## src/rtl/pcb_pkg.sv

```systemverilog
package pcb_pkg;

    localparam int OPC_W = 5;

    localparam logic [OPC_W-1:0] OPC_STORE  = 5'd8;
    localparam logic [OPC_W-1:0] OPC_BR_EQ  = 5'd11;
    localparam logic [OPC_W-1:0] OPC_BR_LTU = 5'd12;
    localparam logic [OPC_W-1:0] OPC_LDIMM  = 5'd13;

    typedef enum logic [1:0] {
        SRC_SEQ,
        SRC_BRANCH,
        SRC_WRITE,
        SRC_EXT
    } pc_src_e;

    // Opcodes whose first register field is a destination that is written.
    function automatic logic writes_dest(input logic [OPC_W-1:0] op);
        return ((op <= 5'd10) && (op != OPC_STORE)) || (op == OPC_LDIMM);
    endfunction

endpackage

```

## src/rtl/pcb_compare.sv

```systemverilog
module pcb_compare #(
    parameter int DATA_W = 32
) (
    input  logic [DATA_W-1:0] a,
    input  logic [DATA_W-1:0] b,
    output logic              is_eq,
    output logic              is_ltu
);
    always_comb begin
        is_eq  = (a == b);
        is_ltu = (a < b);
    end
endmodule

```

## src/rtl/pcb_incr.sv

```systemverilog
module pcb_incr #(
    parameter int ADDR_W     = 32,
    parameter int WORD_BYTES = 4
) (
    input  logic [ADDR_W-1:0] addr,
    output logic [ADDR_W-1:0] next_addr
);
    localparam logic [ADDR_W-1:0] STEP = ADDR_W'(WORD_BYTES);

    always_comb next_addr = addr + STEP;
endmodule

```

## src/rtl/pcb_target.sv

```systemverilog
module pcb_target #(
    parameter int ADDR_W     = 32,
    parameter int IMM_W      = 9,
    parameter int WORD_BYTES = 4
) (
    input  logic [ADDR_W-1:0] seq_addr,
    input  logic [IMM_W-1:0]  offset,
    output logic [ADDR_W-1:0] target
);
    localparam int SHIFT = $clog2(WORD_BYTES);

    logic [ADDR_W-1:0] ext_off;

    always_comb begin
        ext_off = {{(ADDR_W-IMM_W){offset[IMM_W-1]}}, offset};
        target  = seq_addr + (ext_off << SHIFT);
    end
endmodule

```

## src/rtl/pc_branch_unit.sv

```systemverilog
module pc_branch_unit #(
    parameter int ADDR_W     = 32,
    parameter int REG_W      = 9,
    parameter int IMM_W      = 9,
    parameter int WORD_BYTES = 4,
    parameter int PC_REG     = 0
) (
    input  logic                     clk,
    input  logic                     rst_n,
    input  logic                     stall,
    input  logic                     halt,
    input  logic                     ext_load,
    input  logic [ADDR_W-1:0]        ext_addr,
    input  logic [pcb_pkg::OPC_W-1:0] opcode,
    input  logic [REG_W-1:0]         dst_reg,
    input  logic [IMM_W-1:0]         br_imm,
    input  logic [ADDR_W-1:0]        opnd_x,
    input  logic [ADDR_W-1:0]        opnd_y,
    input  logic [ADDR_W-1:0]        wb_data,
    output logic [ADDR_W-1:0]        fetch_addr,
    output logic                     fetch_req,
    output logic [ADDR_W-1:0]        pc_operand
);
    import pcb_pkg::*;

    localparam logic [REG_W-1:0] PC_SEL = REG_W'(PC_REG);

    typedef struct packed {
        logic [ADDR_W-1:0] pc;
    } state_t;

    state_t state_d, state_q;

    logic [ADDR_W-1:0] seq_addr;
    logic [ADDR_W-1:0] br_target;
    logic              ops_eq;
    logic              ops_ltu;
    logic              br_taken;
    logic              pc_written;
    pc_src_e           src;

    pcb_incr #(
        .ADDR_W     (ADDR_W),
        .WORD_BYTES (WORD_BYTES)
    ) u_incr (
        .addr      (state_q.pc),
        .next_addr (seq_addr)
    );

    pcb_target #(
        .ADDR_W     (ADDR_W),
        .IMM_W      (IMM_W),
        .WORD_BYTES (WORD_BYTES)
    ) u_target (
        .seq_addr (seq_addr),
        .offset   (br_imm),
        .target   (br_target)
    );

    pcb_compare #(
        .DATA_W (ADDR_W)
    ) u_cmp (
        .a      (opnd_x),
        .b      (opnd_y),
        .is_eq  (ops_eq),
        .is_ltu (ops_ltu)
    );

    always_comb begin
        br_taken   = ((opcode == OPC_BR_EQ)  && ops_eq) ||
                     ((opcode == OPC_BR_LTU) && ops_ltu);
        pc_written = writes_dest(opcode) && (dst_reg == PC_SEL);

        if (ext_load)        src = SRC_EXT;
        else if (br_taken)   src = SRC_BRANCH;
        else if (pc_written) src = SRC_WRITE;
        else                 src = SRC_SEQ;

        state_d = state_q;
        if (!halt && (ext_load || !stall)) begin
            unique case (src)
                SRC_EXT:    state_d.pc = ext_addr;
                SRC_BRANCH: state_d.pc = br_target;
                SRC_WRITE:  state_d.pc = wb_data;
                default:    state_d.pc = seq_addr;
            endcase
        end
    end

    always_ff @(posedge clk or negedge rst_n) begin
        if (!rst_n) state_q <= '0;
        else        state_q <= state_d;
    end

    assign fetch_addr = state_q.pc;
    assign pc_operand = seq_addr;
    assign fetch_req  = rst_n && !halt;

endmodule

```

## config.mk

```make
export PLATFORM = sky130hd
export DESIGN_NAME = pc_branch_unit
export DESIGN_NICKNAME = d
export VERILOG_FILES = /design/src/rtl/pcb_pkg.sv /design/src/rtl/pcb_compare.sv /design/src/rtl/pcb_incr.sv /design/src/rtl/pcb_target.sv /design/src/rtl/pc_branch_unit.sv
export SDC_FILE = /design/constraint.sdc
export NUM_CORES = 1
export LEC_CHECK = 0
export ABC_AREA = 1
export BUFFER_PORTS_ARGS = -buffer_cell sky130_fd_sc_hd__clkbuf_2
export CAP_MARGIN = 20
export CORE_MARGIN = 3
export CORE_UTILIZATION = 46
export CTS_CLUSTER_SIZE = 20
export DETAILED_ROUTE_END_ITERATION = 8
export PLACE_DENSITY = 0.74
export SETUP_SLACK_MARGIN = 0.02
export SLEW_MARGIN = 25
export SYNTH_ARGS = -nofsm -noshare
export SYNTH_HDL_FRONTEND = slang
export SYNTH_SLANG_ARGS = --single-unit
```

## constraint.sdc

```tcl
create_clock -name clk -period 3.3 [get_ports clk]
set_clock_uncertainty 0.1 [all_clocks]
set_input_delay 0.165 -clock clk [delete_from_list [all_inputs] [get_ports clk]]
set_output_delay 0.165 -clock clk [all_outputs]
set_load 0.01 [all_outputs]
```

==> results.sh, run 1 <==
export IMPL_tns_ns=0
export IMPL_syn_cell_area_um2=6410
export IMPL_cp_max_fo=5
export IMPL_dp_cells=1528
export IMPL_fin_cells=1557
export IMPL_multi_input_area_um2=5160
export IMPL_syn_num_nets=1337
export IMPL_synthArstFlopShare_pct=100
export IMPL_io_pins=221
export IMPL_status="completed"
export IMPL_ys_flop_type="dfrtp_1"
export IMPL_path_cells="buf_6 > nand2_2 > nor2_4 > nand2_2 > nor2_4 > nand2_4 > inv_4 > nand3_1 > xnor2_2 > ha_4 > nand2_4 > nor2_4 > buf_4 > nand2_1 > nand2_1 > nand2_1 > nand2_1 > a21oi_1 > nand2_1 > nand2_1 > nor2_1 > nor2_1 > o21ai_1"
export IMPL_rows=42
export IMPL_clock_root_buffer="clkbuf_16"
export IMPL_cp_start_kind="flop"
export IMPL_power_total_w=0.00300
export IMPL_synth_edff_count=0
export IMPL_path_clk_slew_ns=0.06
export IMPL_peakVddDrop_v=0.000246
export IMPL_vias=8111
export IMPL_crit_slowest_cell="dfrtp_1"
export IMPL_power_density_nw_per_um2=347
export IMPL_netlist_instances=1115
export IMPL_synthDistinctLibCells=49
export IMPL_hold_viol=0
export IMPL_dr_pass1_iters=5
export IMPL_core_area_um2=13500
export IMPL_drt_initial_drc_count=682
export IMPL_crit_path_end_kind="flop"
export IMPL_crit_top_cell="nand2_1"
export IMPL_port_buffers=220
export IMPL_gr_total_overflow=0
export IMPL_hold_ws_ns=0.0432
export IMPL_ys_warn_count=0
export IMPL_grt_pass1_vias=7082
export IMPL_cp_data_required_time_ns=3.36
export IMPL_clockBufferDepth=2
export IMPL_min_period_over_period_pct=99.7
export IMPL_fmax_mhz=304
export IMPL_fin_nets=1602
export IMPL_track_usage_pct=28.9
export IMPL_layout_drive_gt1_share_pct=31.3
export IMPL_clk_latency_ns=0.28
export IMPL_grt_pass1_wl_um=34900
export IMPL_area_growth_pct=34.8
export IMPL_leakagePower_nw=5.15
export IMPL_die_height_um=124
export IMPL_largest_reg_flops=32
export IMPL_fin_crit_ns=3.29
export IMPL_yosysSeqAreaShare_pct=12.5
export IMPL_totalWireLength_um=24000
export IMPL_tritoncts="yes"
export IMPL_viasPerCell=5.21
export IMPL_wire_per_inst_um=15.4
export IMPL_synth_area_per_cell_um2=5.75
export IMPL_postRouteAntennaNets=0
export IMPL_worstMarginPinSlew_ns=1.01
export IMPL_fill_cells=1282
export IMPL_hold_class="input pin to flop"
export IMPL_htreeDepth=2
export IMPL_grt_max_degree=43
export IMPL_rsz0062_at_grt="yes"
export IMPL_die_w_um=124
export IMPL_ys_ff_latch=32
export IMPL_slowest_delay_ns=0.43
export IMPL_initial_utilization_pct=47.7
export IMPL_antenna_cells=0
export IMPL_drv_cap=0
export IMPL_seqCellArea_um2=803
export IMPL_dp_hpwl_um=18900
export IMPL_max_slew_margin_pct=32.7
export IMPL_antenna_found_initial=0
export IMPL_route_detailed_drc=0
export IMPL_dieArea_um2=15400
export IMPL_numCtsBuffers=5
export IMPL_setup_viol=0
export IMPL_cts_sinks=32
export IMPL_crit_arrival_ns=3.35
export IMPL_finalMaxSlewViolations=0
export IMPL_worstSetupPathType="flop to flop"
export IMPL_globalplace_congestion=0.978
per-stage QoR:
| stage | area (µm²) | util, % | worst slack [ns] |
|---|---|---|---|
| 4_1_cts | 8060 | 59.9 | 0.0113 |
| 6_report | 8650 | 64.3 | 0.0108 |
| 3_3_place_gp | 7880 | 58.5 | 0.0222 |
| 3_5_place_dp | 7880 | 58.5 | -0.0778 |
| 5_1_grt | 8650 | 64.3 | -0.129 |
| 2_1_floorplan | 6410 | - | 0.265 |
metal layers:
layer / vias to the layer above / GRT usage (%) / part of all wire [%]
li1: 4037 / - / -
met1: 3676 / 37.4 / 41
met2: 344 / 49.4 / 48
met3: 54 / 4.54 / 8.3
met4: 0 / 8.90 / 3.1
met5: - / 0 / 0
kinds of logic (layout without fill, tap and decap cells):
logic type | after synthesis | in the layout | synth area share, %
xor gates and xnor gates | 40 | 40 | 5.46
buffers and inverters | 221 | 487 | 14.3
AOI/OAI and AO/OA | 96 | 96 | 8.17
adders and majority gates | 66 | 66 | 13.0
DFF | 32 | 32 | 12.5
and+or+nand+nor | 660 | 660 | 46.6
cell usage after synthesis (2+ instances only):
cell | number | area (µm²)
a21o_1 | 2 | 15.0
a21oi_1 | 41 | 205
a21oi_2 | 2 | 17.5
a31oi_1 | 2 | 12.5
and2_1 | 2 | 12.5
buf_2 | 3 | 15.0
buf_4 | 5 | 37.5
buf_6 | 7 | 78.8
clkbuf_1 | 8 | 30.0
dfrtp_1 | 32 | 801
ha_1 | 65 | 813
inv_1 | 187 | 702
inv_2 | 7 | 26.3
nand2_1 | 395 | 1480
nand2_2 | 13 | 81.3
nand2_4 | 3 | 33.8
nand2b_1 | 2 | 12.5
nand3_1 | 64 | 320
nand3_2 | 10 | 100
nand3_4 | 2 | 35.0
nand3b_1 | 4 | 30.0
nand4_1 | 33 | 206
nand4_2 | 2 | 25.0
nor2_1 | 91 | 342
nor2_2 | 13 | 81.3
nor2_4 | 2 | 22.5
nor3_1 | 11 | 55.1
nor3_2 | 3 | 30.0
nor3_4 | 2 | 32.5
nor4_1 | 2 | 12.5
o21a_1 | 2 | 15.0
o21ai_0 | 10 | 50.1
o21ai_1 | 28 | 140
o21bai_1 | 7 | 52.6
xnor2_1 | 22 | 193
xor2_1 | 18 | 158
cell type report:
cell class,instances,share of cell area [%]
multi-input combinational,862,59.6
timing repair buffer,283,18.3
tap,176,2.55
inverter,196,8.58
clock buffer,8,1.69
sequential,32,9.29
cell usage in the layout, fill, tap and decap left out, types with 4 or more instances in the layout:
cell and n:
xnor2_2 4, clkbuf_16 5, nand3_1 61, nor2_1 75, inv_1 179, nor3_4 5, nand2_1 380, nor2_2 21
clkbuf_2 220, inv_2 13, o21ai_1 28, nor2_4 10, nand2_4 7, nand2_2 24, dfrtp_1 30, nor3_1 8
a21oi_2 11, o21ai_0 10, o21bai_1 7, nand4_1 33, nand3b_1 4, nand3_2 13, ha_4 13, xnor2_1 18
xor2_1 16, a21oi_1 32, ha_1 51, buf_4 61
where the power goes:
part           switching (W)  internal [W]  leakage, nW
logic                0.00117      0.000807         4.68
registers          0.0000914      0.000457        0.393
clock network       0.000175      0.000301       0.0712
worst paths after layout:
| kind | slack, ns | from | end | cells after the start |
|---|---|---|---|---|
| worst max register to register | 0.01 | fetch_addr[3] | fetch_addr[31] | 23 |
| worst min register to register | 0.47 | fetch_addr[31] | fetch_addr[31] | 2 |
| max in group asynchronous | 2.21 | rst_n | fetch_addr[15] | 3 |
| worst min-delay path | 0.04 | ext_addr[1] | fetch_addr[1] | 3 |
| worst max-delay path | 0.01 | fetch_addr[3] | fetch_addr[31] | 23 |
| min in group asynchronous | 0.23 | rst_n | fetch_addr[7] | 2 |
worst max-delay path, delay by kind of cell, from the launching register on:
kind	cells	cell delay, ns
compound gates	2	0.21
xor+xnor	1	0.37
fa+ha+maj	1	0.29
buf+inv	3	0.36
flops	1	0.43
simple gates	16	1.37
timing repair:
item	CTS	global route
endpoints found under the setup margin	4	21
pin swaps	0	29
hold buffers	1	0
cloned	0	0
resized for setup	6	95
hold endpoints to repair	12	0
buffers inserted	0	20
Note: power is estimated with default switching activity, not from simulation.
==> inputs of run 2 (changes only) <==
- ABC_AREA: 1 -> unset
- CORE_MARGIN: 3 -> 5
- PLACE_DENSITY: 0.74 -> 0.78
==> results.sh, run 2 <==
export IMPL_status="finished, violations left"
export IMPL_violations="setup timing"
export IMPL_synth_edff_count=0
export IMPL_hold_ws_ns=0.0342
export IMPL_fin_nets=1264
export IMPL_initial_utilization_pct=47.5
export IMPL_fin_area_um2=8130
export IMPL_synth_most_common_cell="nand2_1"
export IMPL_clock_root_buffer="clkbuf_8"
export IMPL_track_usage_pct=30.8
export IMPL_ys_flop_type="dfrtp_1"
export IMPL_seq_power_share_pct=16.9
export IMPL_grt_max_degree=51
export IMPL_power_density_nw_per_um2=398
export IMPL_layout_drive_gt1_share_pct=47.5
export IMPL_port_buffers=220
export IMPL_wire_per_inst_um=18.3
export IMPL_fill_cells=705
export IMPL_dr_pass1_iters=5
export IMPL_synthDistinctLibCells=51
export IMPL_clockBufferDepth=2
export IMPL_area_growth_pct=65.1
export IMPL_route_detailed_drc=0
export IMPL_ys_ff_latch=32
export IMPL_syn_num_nets=900
export IMPL_synth_area_leaders="ha_1 (17%), dfrtp_1 (16%), a21oi_1 (7.0%), xnor2_1 (6.9%), nand2_1 (5.8%)"
export IMPL_tritoncts="yes"
export IMPL_io_pins=221
export IMPL_grt_pass1_wl_um=32600
export IMPL_dp_hpwl_um=16100
export IMPL_globalplace_congestion=1.04
export IMPL_gr_total_overflow=0
export IMPL_htreeDepth=2
export IMPL_drv_cap=0
export IMPL_leakagePower_nw=4.18
export IMPL_die_w_um=113
export IMPL_grt_pass1_vias=6801
export IMPL_worstMarginPinSlew_ns=0.909
export IMPL_crit_arrival_ns=3.64
export IMPL_grt_util_met3_pct=3.98
export IMPL_numCtsBuffers=5
export IMPL_postRouteAntennaNets=0
export IMPL_synth_area_leader_cell="ha_1"
export IMPL_worstSetupPathType="flop to flop"
export IMPL_antenna_cells=0
export IMPL_hold_viol=0
export IMPL_totalWireLength_um=21500
export IMPL_die_height_um=113
export IMPL_cp_data_required_time_ns=3.40
export IMPL_clk_latency_ns=0.30
export IMPL_setup_viol=16
export IMPL_final_common_cell="clkbuf_2"
export IMPL_grtUsageMet1_pct=39.0
export IMPL_cp_max_fo=3
export IMPL_grt_use_met2_pct=53.2
export IMPL_p_switching_w=0.00139
export IMPL_synth_top_area_share_pct=16.5
export IMPL_synth_area_per_cell_um2=7.27
export IMPL_syn_cell_area_um2=4930
export IMPL_combinationalPowerShare_pct=69.5
export IMPL_viasPerCell=5.85
export IMPL_placed_area_um2=7320
export IMPL_power_frac_clock_pct=13.5
export IMPL_synthTopCellsByCount="nand2_1 (76), a21oi_1 (69), ha_1 (65)"
export IMPL_dieArea_um2=12900
export IMPL_min_period_over_period_pct=107
export IMPL_multi_input_area_um2=4460
export IMPL_drt_initial_drc_count=641
export IMPL_seqCellArea_um2=810
export IMPL_cts_sinks=32
export IMPL_vias=6899
export IMPL_yosysSeqAreaShare_pct=16.3
export IMPL_crit_path_end_kind="flop"
export IMPL_ys_warn_count=0
export IMPL_synthArstFlopShare_pct=100
export IMPL_fmax_mhz=282
export IMPL_netlist_instances=678
export IMPL_final_setup_worst_slack_ns=-0.242
export IMPL_max_slew_margin_pct=39.4
export IMPL_finalMaxSlewViolations=0
export IMPL_cp_start_kind="flop"
export IMPL_hold_class="input pin to flop"
export IMPL_final_cell_mix="clkbuf_2 (220), buf_4 (158), nand2_1 (74), a21oi_1 (55), inv_1 (53)"
export IMPL_rows=37
export IMPL_path_clk_slew_ns=0.08
export IMPL_busiest_layer="met2"
export IMPL_rsz0062_at_grt="yes"
export IMPL_peakVddDrop_v=0.000286
export IMPL_fin_crit_ns=3.54
export IMPL_core_area_um2=10400
export IMPL_p_int_w=0.00185
export IMPL_switching_share_pct=43.0
export IMPL_largest_reg_flops=32
export IMPL_antenna_found_initial=1
run 2: cell count changes after synthesis, sizes merged, moves of 12 or more:
cell    before  now
a21o         2   18
o21ai       39   54
nand4       35   20
nand3       76   22
o22ai        0   16
nor2       107   45
clkbuf       8   23
o221ai       0   14
buf         17    5
nand2      412   76
inv        194   53
xnor2       22   39
a21oi       43   69
run 2: worst paths after layout:
path,from,end,slack [ns],cells past startpoint
min in group asynchronous,rst_n,fetch_addr[30],0.23,2
worst max-delay path,fetch_addr[3],fetch_addr[31],-0.24,16
worst min-delay path,ext_addr[2],fetch_addr[2],0.03,3
worst min register to register,fetch_addr[31],fetch_addr[31],0.46,1
worst max register to register,fetch_addr[3],fetch_addr[31],-0.24,16
max in group asynchronous,rst_n,fetch_addr[2],2.21,3
run 2: power by group through the flow:
stage	combinational (W)	clock [W]	sequential, W
after global placement	0.00187	0	0.000544
after detailed placement	0.00189	0	0.000550
final	0.00225	0.000439	0.000549
after CTS	0.00202	0.000439	0.000543
after global routing	0.00242	0.000455	0.000558
after floorplan	0.000989	0	0.000600
run 2: cell type report:
class                      instances  area share, %
clock buffer                       7           1.18
inverter                          53           2.45
sequential                        32           9.95
timing repair buffer             385           29.1
clock inverter                     1          0.369
multi-input combinational        565           54.9
tap                              136           2.09
run 2: metal layers:
metal  part of all wire (%)  routed length [µm]
met1                     39                8450
met5                  0.070                  15
met2                     49               10600
met3                    8.4                1820
met4                    3.0                 650
run 2: repair_timing:
item / in CTS / in global routing
buffers inserted: 22 / 3
gates resized for setup: 39 / 62
hold buffers: 1 / 0
endpoints found under the hold margin: 11 / 0
pin swaps: 45 / 39
setup endpoints to repair: 17 / 19
cloned: 0 / 0
run 2: cells by family after synthesis:
group	after synthesis	share of synthesized area, %
adders and majority gates	66	16.9
and+or+nand+nor	213	21.2
AOI/OAI and AO/OA	227	28.7
xor gates and xnor gates	56	9.96
buffers and inverters	81	6.40
DFF	32	16.3
muxes	3	0.610
run 2: through the flow:
step                      TNS, ns  utilization [%]  setup slack [ns]  cells  total power [W]
after global routing        -5.03             78.4            -0.438   1179          0.00343
final                       -2.31             78.4            -0.242   1179          0.00324
after global placement     -0.910             70.6            -0.146   1145          0.00241
after CTS                   -1.77             75.0            -0.226   1176          0.00300
after detailed placement    -2.02             70.6            -0.259   1145          0.00244
after floorplan            -0.483                -            -0.125    678          0.00159
run 2: worst max-delay path: stages (launching register included):
cell and delay (ns):
dfrtp_2 0.40, ha_4 0.16, nand3_4 0.10, nor4_4 0.33
buf_4 0.18, nand2_2 0.06, buf_4 0.19, nor3_2 0.23
xor2_1 0.28, ha_2 0.36, a21oi_2 0.15, o21ai_1 0.10
nor3_2 0.18, a211o_1 0.15, xor2_1 0.16, a21oi_1 0.09
a311oi_1 0.22
